File: src/rtl/fec_ilv_pkg.sv
// Package: default geometry of the interleaved FEC row and small helpers.
// Assumes byte symbols and a row that is an exact multiple of the codeword count.
package fec_ilv_pkg;
    localparam int DEF_LANES    = 16;
    localparam int DEF_CODE_LEN = 255;
    localparam int DEF_INFO_LEN = 239;
    localparam int DEF_NUM_ROWS = 4;
    localparam int DEF_BYTE_W   = 8;

    // True when v is a power of two (lane index then comes from low column bits)
    function automatic bit is_pow2(input int v);
        return (v > 0) && ((v & (v - 1)) == 0);
    endfunction
endpackage

File: src/rtl/fec_ilv_pos_cnt.sv
// Module: zero-based row/column position of the byte currently offered.
// Assumes the frame-start pulse is qualified by valid; the position advances
// only on valid cycles and wraps at the end of the row and of the frame.
module fec_ilv_pos_cnt #(
    parameter int ROW_LEN  = 4080,
    parameter int NUM_ROWS = 4,
    parameter int COL_W    = 12,
    parameter int RIDX_W   = 2
) (
    input  logic              clk,
    input  logic              rst_n,
    input  logic              in_valid,
    input  logic              in_sof,
    output logic [COL_W-1:0]  cur_col0,
    output logic [RIDX_W-1:0] cur_row0
);
    logic [COL_W-1:0]  col0_q;
    logic [RIDX_W-1:0] row0_q;
    logic              sof_hit;

    // Position of this cycle's byte, with frame start forcing the origin
    always_comb begin
        sof_hit  = in_valid & in_sof;
        cur_col0 = sof_hit ? '0 : col0_q;
        cur_row0 = sof_hit ? '0 : row0_q;
    end

    // Advance past the accepted byte, wrapping column then row
    always_ff @(posedge clk) begin
        if (!rst_n) begin
            col0_q <= '0;
            row0_q <= '0;
        end else if (in_valid) begin
            if (cur_col0 == COL_W'(ROW_LEN - 1)) begin
                col0_q <= '0;
                row0_q <= (cur_row0 == RIDX_W'(NUM_ROWS - 1)) ? '0 : cur_row0 + 1'b1;
            end else begin
                col0_q <= cur_col0 + 1'b1;
                row0_q <= cur_row0;
            end
        end
    end
endmodule

File: src/rtl/fec_ilv_lane_map.sv
// Module: maps a zero-based column to codeword lane, symbol index and info flag.
// Assumes the columns are byte-interleaved across LANES codewords in order.
module fec_ilv_lane_map
    import fec_ilv_pkg::*;
#(
    parameter int LANES    = 16,
    parameter int INFO_LEN = 239,
    parameter int COL_W    = 12,
    parameter int LANE_W   = 4,
    parameter int SYM_W    = 8
) (
    input  logic [COL_W-1:0]  col0,
    output logic [LANE_W-1:0] lane,
    output logic [SYM_W-1:0]  sym,
    output logic              info
);
    localparam int INFO_COLS = LANES * INFO_LEN;

    // Lane and symbol: bit slicing for a power-of-two lane count, else divide
    generate
        if (is_pow2(LANES)) begin : g_slice
            assign lane = col0[LANE_W-1:0];
            assign sym  = SYM_W'(col0 >> LANE_W) + SYM_W'(1);
        end else begin : g_divide
            assign lane = LANE_W'(col0 % COL_W'(LANES));
            assign sym  = SYM_W'(col0 / COL_W'(LANES)) + SYM_W'(1);
        end
    endgenerate

    // Info region ends where every lane has delivered its last info symbol
    assign info = (col0 < COL_W'(INFO_COLS));
endmodule

File: src/rtl/fec_ilv_out_mux.sv
// Module: selects pass-through or the lane's check byte and registers all outputs.
// Assumes the check-byte bus is aligned with the byte offered in the same cycle.
module fec_ilv_out_mux #(
    parameter int LANES  = 16,
    parameter int BYTE_W = 8,
    parameter int LANE_W = 4,
    parameter int SYM_W  = 8,
    parameter int ROW_W  = 3,
    parameter int RIDX_W = 2
) (
    input  logic                    clk,
    input  logic                    rst_n,
    input  logic                    in_valid,
    input  logic [BYTE_W-1:0]       in_byte,
    input  logic [LANES*BYTE_W-1:0] chk_lanes,
    input  logic [LANE_W-1:0]       lane,
    input  logic [SYM_W-1:0]        sym,
    input  logic                    info,
    input  logic [RIDX_W-1:0]       row0,
    output logic                    out_valid,
    output logic [BYTE_W-1:0]       out_byte,
    output logic [LANE_W-1:0]       out_lane,
    output logic [SYM_W-1:0]        out_sym,
    output logic [ROW_W-1:0]        out_row,
    output logic                    out_info
);
    logic [BYTE_W-1:0] merged;

    // Info bytes pass; parity slots take the current lane's check byte
    always_comb merged = info ? in_byte : chk_lanes[lane*BYTE_W +: BYTE_W];

    // One-cycle output stage, tags held between valid bytes
    always_ff @(posedge clk) begin
        if (!rst_n) begin
            out_valid <= 1'b0;
            out_byte  <= '0;
            out_lane  <= '0;
            out_sym   <= '0;
            out_row   <= '0;
            out_info  <= 1'b0;
        end else begin
            out_valid <= in_valid;
            if (in_valid) begin
                out_byte <= merged;
                out_lane <= lane;
                out_sym  <= sym;
                out_row  <= ROW_W'(row0) + ROW_W'(1);
                out_info <= info;
            end
        end
    end
endmodule

File: src/rtl/otu_subrow_ilv.sv
// Module: top of the row FEC sub-row interleaver. It tags each streamed byte with
// lane, symbol and row, and merges external check bytes into the parity columns.
// Assumes one byte per valid cycle and an external frame-start pulse.
module otu_subrow_ilv
    import fec_ilv_pkg::*;
#(
    parameter int LANES    = DEF_LANES,
    parameter int CODE_LEN = DEF_CODE_LEN,
    parameter int INFO_LEN = DEF_INFO_LEN,
    parameter int NUM_ROWS = DEF_NUM_ROWS,
    parameter int BYTE_W   = DEF_BYTE_W,
    localparam int ROW_LEN = LANES * CODE_LEN,
    localparam int COL_W   = $clog2(ROW_LEN),
    localparam int LANE_W  = (LANES > 1) ? $clog2(LANES) : 1,
    localparam int SYM_W   = $clog2(CODE_LEN + 1),
    localparam int ROW_W   = $clog2(NUM_ROWS + 1),
    localparam int RIDX_W  = (NUM_ROWS > 1) ? $clog2(NUM_ROWS) : 1
) (
    input  logic                    clk,
    input  logic                    rst_n,
    input  logic                    in_valid,
    input  logic                    in_sof,
    input  logic [BYTE_W-1:0]       in_byte,
    input  logic [LANES*BYTE_W-1:0] chk_lanes,
    output logic                    out_valid,
    output logic [BYTE_W-1:0]       out_byte,
    output logic [LANE_W-1:0]       out_lane,
    output logic [SYM_W-1:0]        out_sym,
    output logic [ROW_W-1:0]        out_row,
    output logic                    out_info
);
    logic [COL_W-1:0]  col0;
    logic [RIDX_W-1:0] row0;
    logic [LANE_W-1:0] lane;
    logic [SYM_W-1:0]  sym;
    logic              info;

    fec_ilv_pos_cnt #(
        .ROW_LEN(ROW_LEN), .NUM_ROWS(NUM_ROWS), .COL_W(COL_W), .RIDX_W(RIDX_W)
    ) u_pos (
        .clk(clk), .rst_n(rst_n), .in_valid(in_valid), .in_sof(in_sof),
        .cur_col0(col0), .cur_row0(row0)
    );

    fec_ilv_lane_map #(
        .LANES(LANES), .INFO_LEN(INFO_LEN), .COL_W(COL_W),
        .LANE_W(LANE_W), .SYM_W(SYM_W)
    ) u_map (
        .col0(col0), .lane(lane), .sym(sym), .info(info)
    );

    fec_ilv_out_mux #(
        .LANES(LANES), .BYTE_W(BYTE_W), .LANE_W(LANE_W),
        .SYM_W(SYM_W), .ROW_W(ROW_W), .RIDX_W(RIDX_W)
    ) u_mux (
        .clk(clk), .rst_n(rst_n), .in_valid(in_valid), .in_byte(in_byte),
        .chk_lanes(chk_lanes), .lane(lane), .sym(sym), .info(info), .row0(row0),
        .out_valid(out_valid), .out_byte(out_byte), .out_lane(out_lane),
        .out_sym(out_sym), .out_row(out_row), .out_info(out_info)
    );
endmodule

File: config.mk
export PLATFORM = sky130hd
export DESIGN_NAME = otu_subrow_ilv
export DESIGN_NICKNAME = d
export VERILOG_FILES = /design/src/rtl/fec_ilv_pkg.sv /design/src/rtl/fec_ilv_pos_cnt.sv /design/src/rtl/fec_ilv_lane_map.sv /design/src/rtl/fec_ilv_out_mux.sv /design/src/rtl/otu_subrow_ilv.sv
export SDC_FILE = /design/constraint.sdc
export NUM_CORES = 1
export LEC_CHECK = 0
export ABC_CLOCK_PERIOD_IN_PS = 2640
export BUFFER_PORTS_ARGS = -buffer_cell sky130_fd_sc_hd__buf_2
export CAP_MARGIN = 20
export CORE_MARGIN = 2
export CORE_UTILIZATION = 42
export DETAILED_ROUTE_END_ITERATION = 16
export PLACE_DENSITY = 0.85
export SYNTH_ARGS = -nofsm -noshare
export SYNTH_HDL_FRONTEND = slang
export SYNTH_SLANG_ARGS = --single-unit
File: constraint.sdc
create_clock -name clk -period 2.64 [get_ports clk]
set_input_delay 0.528 -clock clk [delete_from_list [all_inputs] [get_ports clk]]
set_output_delay 0.528 -clock clk [all_outputs]
set_load 0.01 [all_outputs]
Yosys cells after proc, flatten, opt, wreduce, memory -nomap -nowiden
Cells that the tools add are included.
Storage, ports and cells
  bits in registers: 39
  input bits: 140
  output and inout port bits: 25
  word-level logic and storage cells: 23
Operators by class
  add/sub/neg operators: 4
  $lt $le $gt $ge: 1
  equal/unequal tests: 2
  shifts and indexed selects: 1
  multiplexer cells: 6
  bitwise logic cells: 1
Operator list (count)
  128-bit by 8-bit variable part select with 8-bit output: 1
  12-bit 2-to-1 mux: 2
  12-bit by 1-bit adder with 12-bit output (second input constant): 1
  12-bit == test (second input constant): 1
  12-bit < comparator (second input constant): 1
  8-bit by 1-bit adder with 8-bit output (second input constant): 1
  8-bit 2-to-1 mux: 1
  2-bit 2-to-1 mux: 3
  2-bit by 1-bit adder with 3-bit output (second input constant): 1
  2-bit by 1-bit adder with 2-bit output (second input constant): 1
  2-bit == test (second input constant): 1
  1-bit AND: 1

Longest topological paths before layout
  depth after elaboration: 5
  gate-level depth with buffers: 12
  mapped depth without buffers: 9

Modules after synthesis
Synthesis repeated with hierarchy kept, for this count alone.
Unflattened totals
  cells, all modules: 324
  area, all modules: 3069.2 um^2
Modules (own cells, without submodules)
  fec_ilv_out_mux: times used 1, cells an instance 181, area each 1990.7 um^2, seq. area each 500.5 um^2
  fec_ilv_pos_cnt: times used 1, cells an instance 123, area each 927.1 um^2, seq. area each 280.3 um^2
  fec_ilv_lane_map: times used 1, cells an instance 20, area each 151.4 um^2, seq. area each 0.0 um^2

Worst setup path before layout
Ideal clock, no wire load.
  path kind: input port to flip-flop
  from: in in_valid
  to: reg u_pos.col0_q[11]
  library setup time: 65 ps
  arrival: 2619 ps
  data required time: 2575 ps
  path slack: -43 ps
  cell stages on the path: 12
  buffers on the path: 3
  path through: buf_2 nand2_2 nand2_1 clkbuf_1 inv_1 ha_1 and2_1 and3_1 buf_2 a311oi_4 a41oi_1 nor2_1
On the way
  word-level cells in the longest chain between the ends: 4
  elaborated cells on any way between the ends: 5
  those cells by class: 1 x add/sub; 1 x eq/ne; 2 x mux; 1 x bitwise
Ends and longest elaborated chain
  from (decl): RTL line otu_subrow_ilv.sv:21  | input logic in_valid,
  1-bit AND *: RTL line fec_ilv_pos_cnt.sv:23  | sof_hit = in_valid & in_sof;
  12-bit 2-to-1 mux *: RTL line fec_ilv_pos_cnt.sv:24  | cur_col0 = sof_hit ? '0 : col0_q;
  via col0[1]: RTL line otu_subrow_ilv.sv:32  | logic [COL_W-1:0] col0;
  12-bit by 1-bit adder with 12-bit output / 12-bit == test (equally long branches): RTL line fec_ilv_pos_cnt.sv:38, fec_ilv_pos_cnt.sv:34
  12-bit 2-to-1 mux *: RTL line fec_ilv_pos_cnt.sv:34  | if (cur_col0 == COL_W'(ROW_LEN - 1)) begin
  to (signal assigned): RTL line fec_ilv_pos_cnt.sv:38  | col0_q <= cur_col0 + 1'b1;
  to (decl): RTL line fec_ilv_pos_cnt.sv:17  | logic [COL_W-1:0] col0_q;
The timed path passes the listed nets; every way through them passes the cells marked *.
A chain may end at the register's enable or synchronous reset.

Final worst setup path
  from: in in_valid
  to: reg u_pos.col0_q[9]
The elaborated chain is that of the path after synthesis.

==> impl_results.md <==
* Synth top area share at 24.3%
* CP required at 2870 ps
* Drt drc at 0
* Yosys top cell by area: dfxtp_1
* WL per Instance at 16.5 µm
* Register area share after synthesis at 24.3%
* R2R Path End: u_pos.col0_q[9]
* # IOs at 165
* Placed cell areas at 4070 µm²
* H-Tree Depth at 2
* Reg-to-reg critical path startpoint: u_pos.col0_q[0]
* Die width at 91.4 µm
* Worst skew pair latency at 290 ps
* Fin area at 4150 µm²
* HPWL Detailed at 8240 µm
* CTS Buf Count at 5
* Vias in the first global route at 3575
* Setup Buffers After CTS at 0
* R2R cell count at 7
* Post-layout min period at 2060 ps
* Placer congestion estimate at 0.886
* Synth Register Bits at 39
* P per Cell Area at 338 nW/µm²
* RSZ-0062 raised after global routing: false
* Core Util, Final at 56.6%
* Status: complete, no violations
* Clk buf depth at 2
* Cell Rows at 31
* Fin Clk Skew at 4.52 ps
* Period utilisation layout at 78.2%
* Final-report setup violation count at 0
* Initial antenna violation count at 0
* Root Driver: clkbuf_8
* Startpoint Class: primary input
* Setup TNS at 0 ps
* # Max-Cap Violations at 0
* Yosys Warn Count at 0
* Slew HR at 67.5%
* Crit end category: register
* EDFF count, synth at 0
* Pleak at 1.77 nW
* Fin. Hold Viols at 0
* Initial Utilization at 43.8%
* First-pass GRT wire length at 17100 µm
* CTS tree: yes
* Cells after Synth at 406
* Fillers at 700
* Post-synth top flop: dfxtp_1
* Post-Syn Nets at 548
* Mapped Avg Cell Area at 7.90 µm²
* Routed wire length at 10700 µm
* Vias per cell at 5.78
* Slew Limit Fails at 0
* Layout cell share with drive strength beyond 1 at 35.0%
* WS Path Type: primary input to register
* Worst reg2reg setup slack at 660 ps
* Total grt overflow at 0
* Die ar. at 8360 µm²
* Area added between synthesis and finish at 29.4%
* Tightest Pin Transition at 484 ps
* Mapped cell area at 3210 µm²
* CTS resizes at 0
* Commonest cells in the netlist: 42 x nor2b_1, 39 x a21oi_1, 39 x dfxtp_1
* Async SR Flop Fraction at 0%
* GRT Util Overall at 25.0%
* Antenna Nets Post-Route at 0
* PortBufs at 164
* Hold Crit Class: register to register
* WP data arrival at 2290 ps
* Core footprint at 7330 µm²
* # hold bufs at CTS at 0
* Critical path endpoint: u_pos.col0_q[9]
* Via count at 3743
* Launch point of the worst path: in_valid
* CTS clock-pin slew for the worst setup and hold paths at 70 ps
* CTS Sinks at 39
* Fmax at 0.484 GHz
* Most common cell in the netlist: nor2b_1
* Nets@finish at 690
* Synth top area cells: dfxtp_1 24%, mux2i_1 12%, o221ai_1 8.7%
* Die Y-Extent at 91.4 µm
* DR iter-0 viols at 150
* Worst Path Max Fanout at 8
* Maximum VDD drop at 0.000240 V
* Largest net degree at the start of global routing at 101
* Total iterations of the first detailed-routing run at 4
* Inserted Diodes at 0
* Synth cell types at 46
-- flip-flops by register name, summed over array words and instances, names as in the netlist --
signal and flops:
u_mux.out_byte 8, u_mux.out_info 1, u_mux.out_lane 4, u_mux.out_row 3, u_mux.out_sym 8, u_mux.out_valid 1, u_pos.col0_q 12, u_pos.row0_q 2
-- power breakdown --
part	internal, mW	switching (mW)
Combinational	0.195	0.210
Sequential	0.604	0.00935
Clock	0.185	0.201
Total	0.984	0.421
-- placed cells by master, fill, tap and decap left out, types with 3 or more instances in the layout --
| master | count |
|---|---|
| a21boi_0 | 4 |
| o211a_1 | 4 |
| mux2i_1 | 37 |
| nand3_1 | 13 |
| a22o_1 | 3 |
| nor3_1 | 5 |
| nand4_1 | 3 |
| a31oi_1 | 33 |
| buf_4 | 13 |
| a21oi_1 | 39 |
| o41ai_1 | 8 |
| and2_1 | 13 |
| inv_1 | 3 |
| nor2_1 | 15 |
| nand2b_1 | 3 |
| xnor2_1 | 7 |
| o221ai_1 | 32 |
| nor2b_1 | 42 |
| dfxtp_1 | 38 |
| nand2_1 | 28 |
| buf_2 | 164 |
| clkbuf_8 | 5 |
| o2bb2ai_1 | 4 |
| o21ai_0 | 3 |
-- layer usage --
layer	share of wire, %	vias up	track usage, %
met1	39	1746	29.2
met5	0	-	0
met2	52	159	46.1
met4	2.3	0	7.58
met3	6.7	19	4.40
li1	-	1819	-
-- layout make-up --
type                    count  area [µm²]  area share (%)
multi-input cells         320        2210            53.2
well taps                  99         124            2.98
clock buffers               7        76.3            1.84
flip-flops and latches     39         785            18.9
repair buffers            178         938            22.6
inverters                   4        15.0           0.362
clock inverters             1        5.00           0.121
-- how the worst min path moves through the flow --
| stage | startpoint | end | slack, ps | depth (start not counted) |
|---|---|---|---|---|
| 6_report | u_mux.out_byte[2] | u_mux.out_byte[2] | 460 | 2 |
| 5_1_grt | u_mux.out_byte[2] | u_mux.out_byte[2] | 490 | 2 |
| 4_1_cts | u_mux.out_byte[2] | u_mux.out_byte[2] | 470 | 2 |
| 3_5_place_dp | u_mux.out_byte[2] | u_mux.out_byte[2] | 450 | 2 |
| 3_3_place_gp | u_mux.out_byte[1] | u_mux.out_byte[1] | 440 | 2 |
| 2_1_floorplan | u_mux.out_byte[0] | u_mux.out_byte[0] | 480 | 2 |
-- through the flow --
step	worst slack (ps)	cells	power (mW)	hold WS [ps]
2_1_floorplan	23.8	406	0.859	476
3_3_place_gp	350	640	1.03	436
3_5_place_dp	309	640	1.03	448
4_1_cts	581	648	1.41	466
5_1_grt	455	648	1.48	492
6_report	576	648	1.40	458
-- kinds of logic after synthesis --
group | count (synthesis) | synth area share [%]
AOI/OAI and AO/OA | 140 | 31.0
and+or+nand+nor | 132 | 23.0
xor gates and xnor gates | 9 | 2.46
muxes | 37 | 11.5
buffers and inverters | 47 | 6.94
DFF | 39 | 24.3
adders and majority gates | 2 | 0.780
-- critical path, stage by stage --
cell,delay [ps]
buf_2,100
nand2_2,70
and2_1,180
ha_1,200
and2_1,170
and3_1,280
a311oi_4,450
a21oi_1,150
o21ai_1,150
Power figures use the tool's default switching activity.
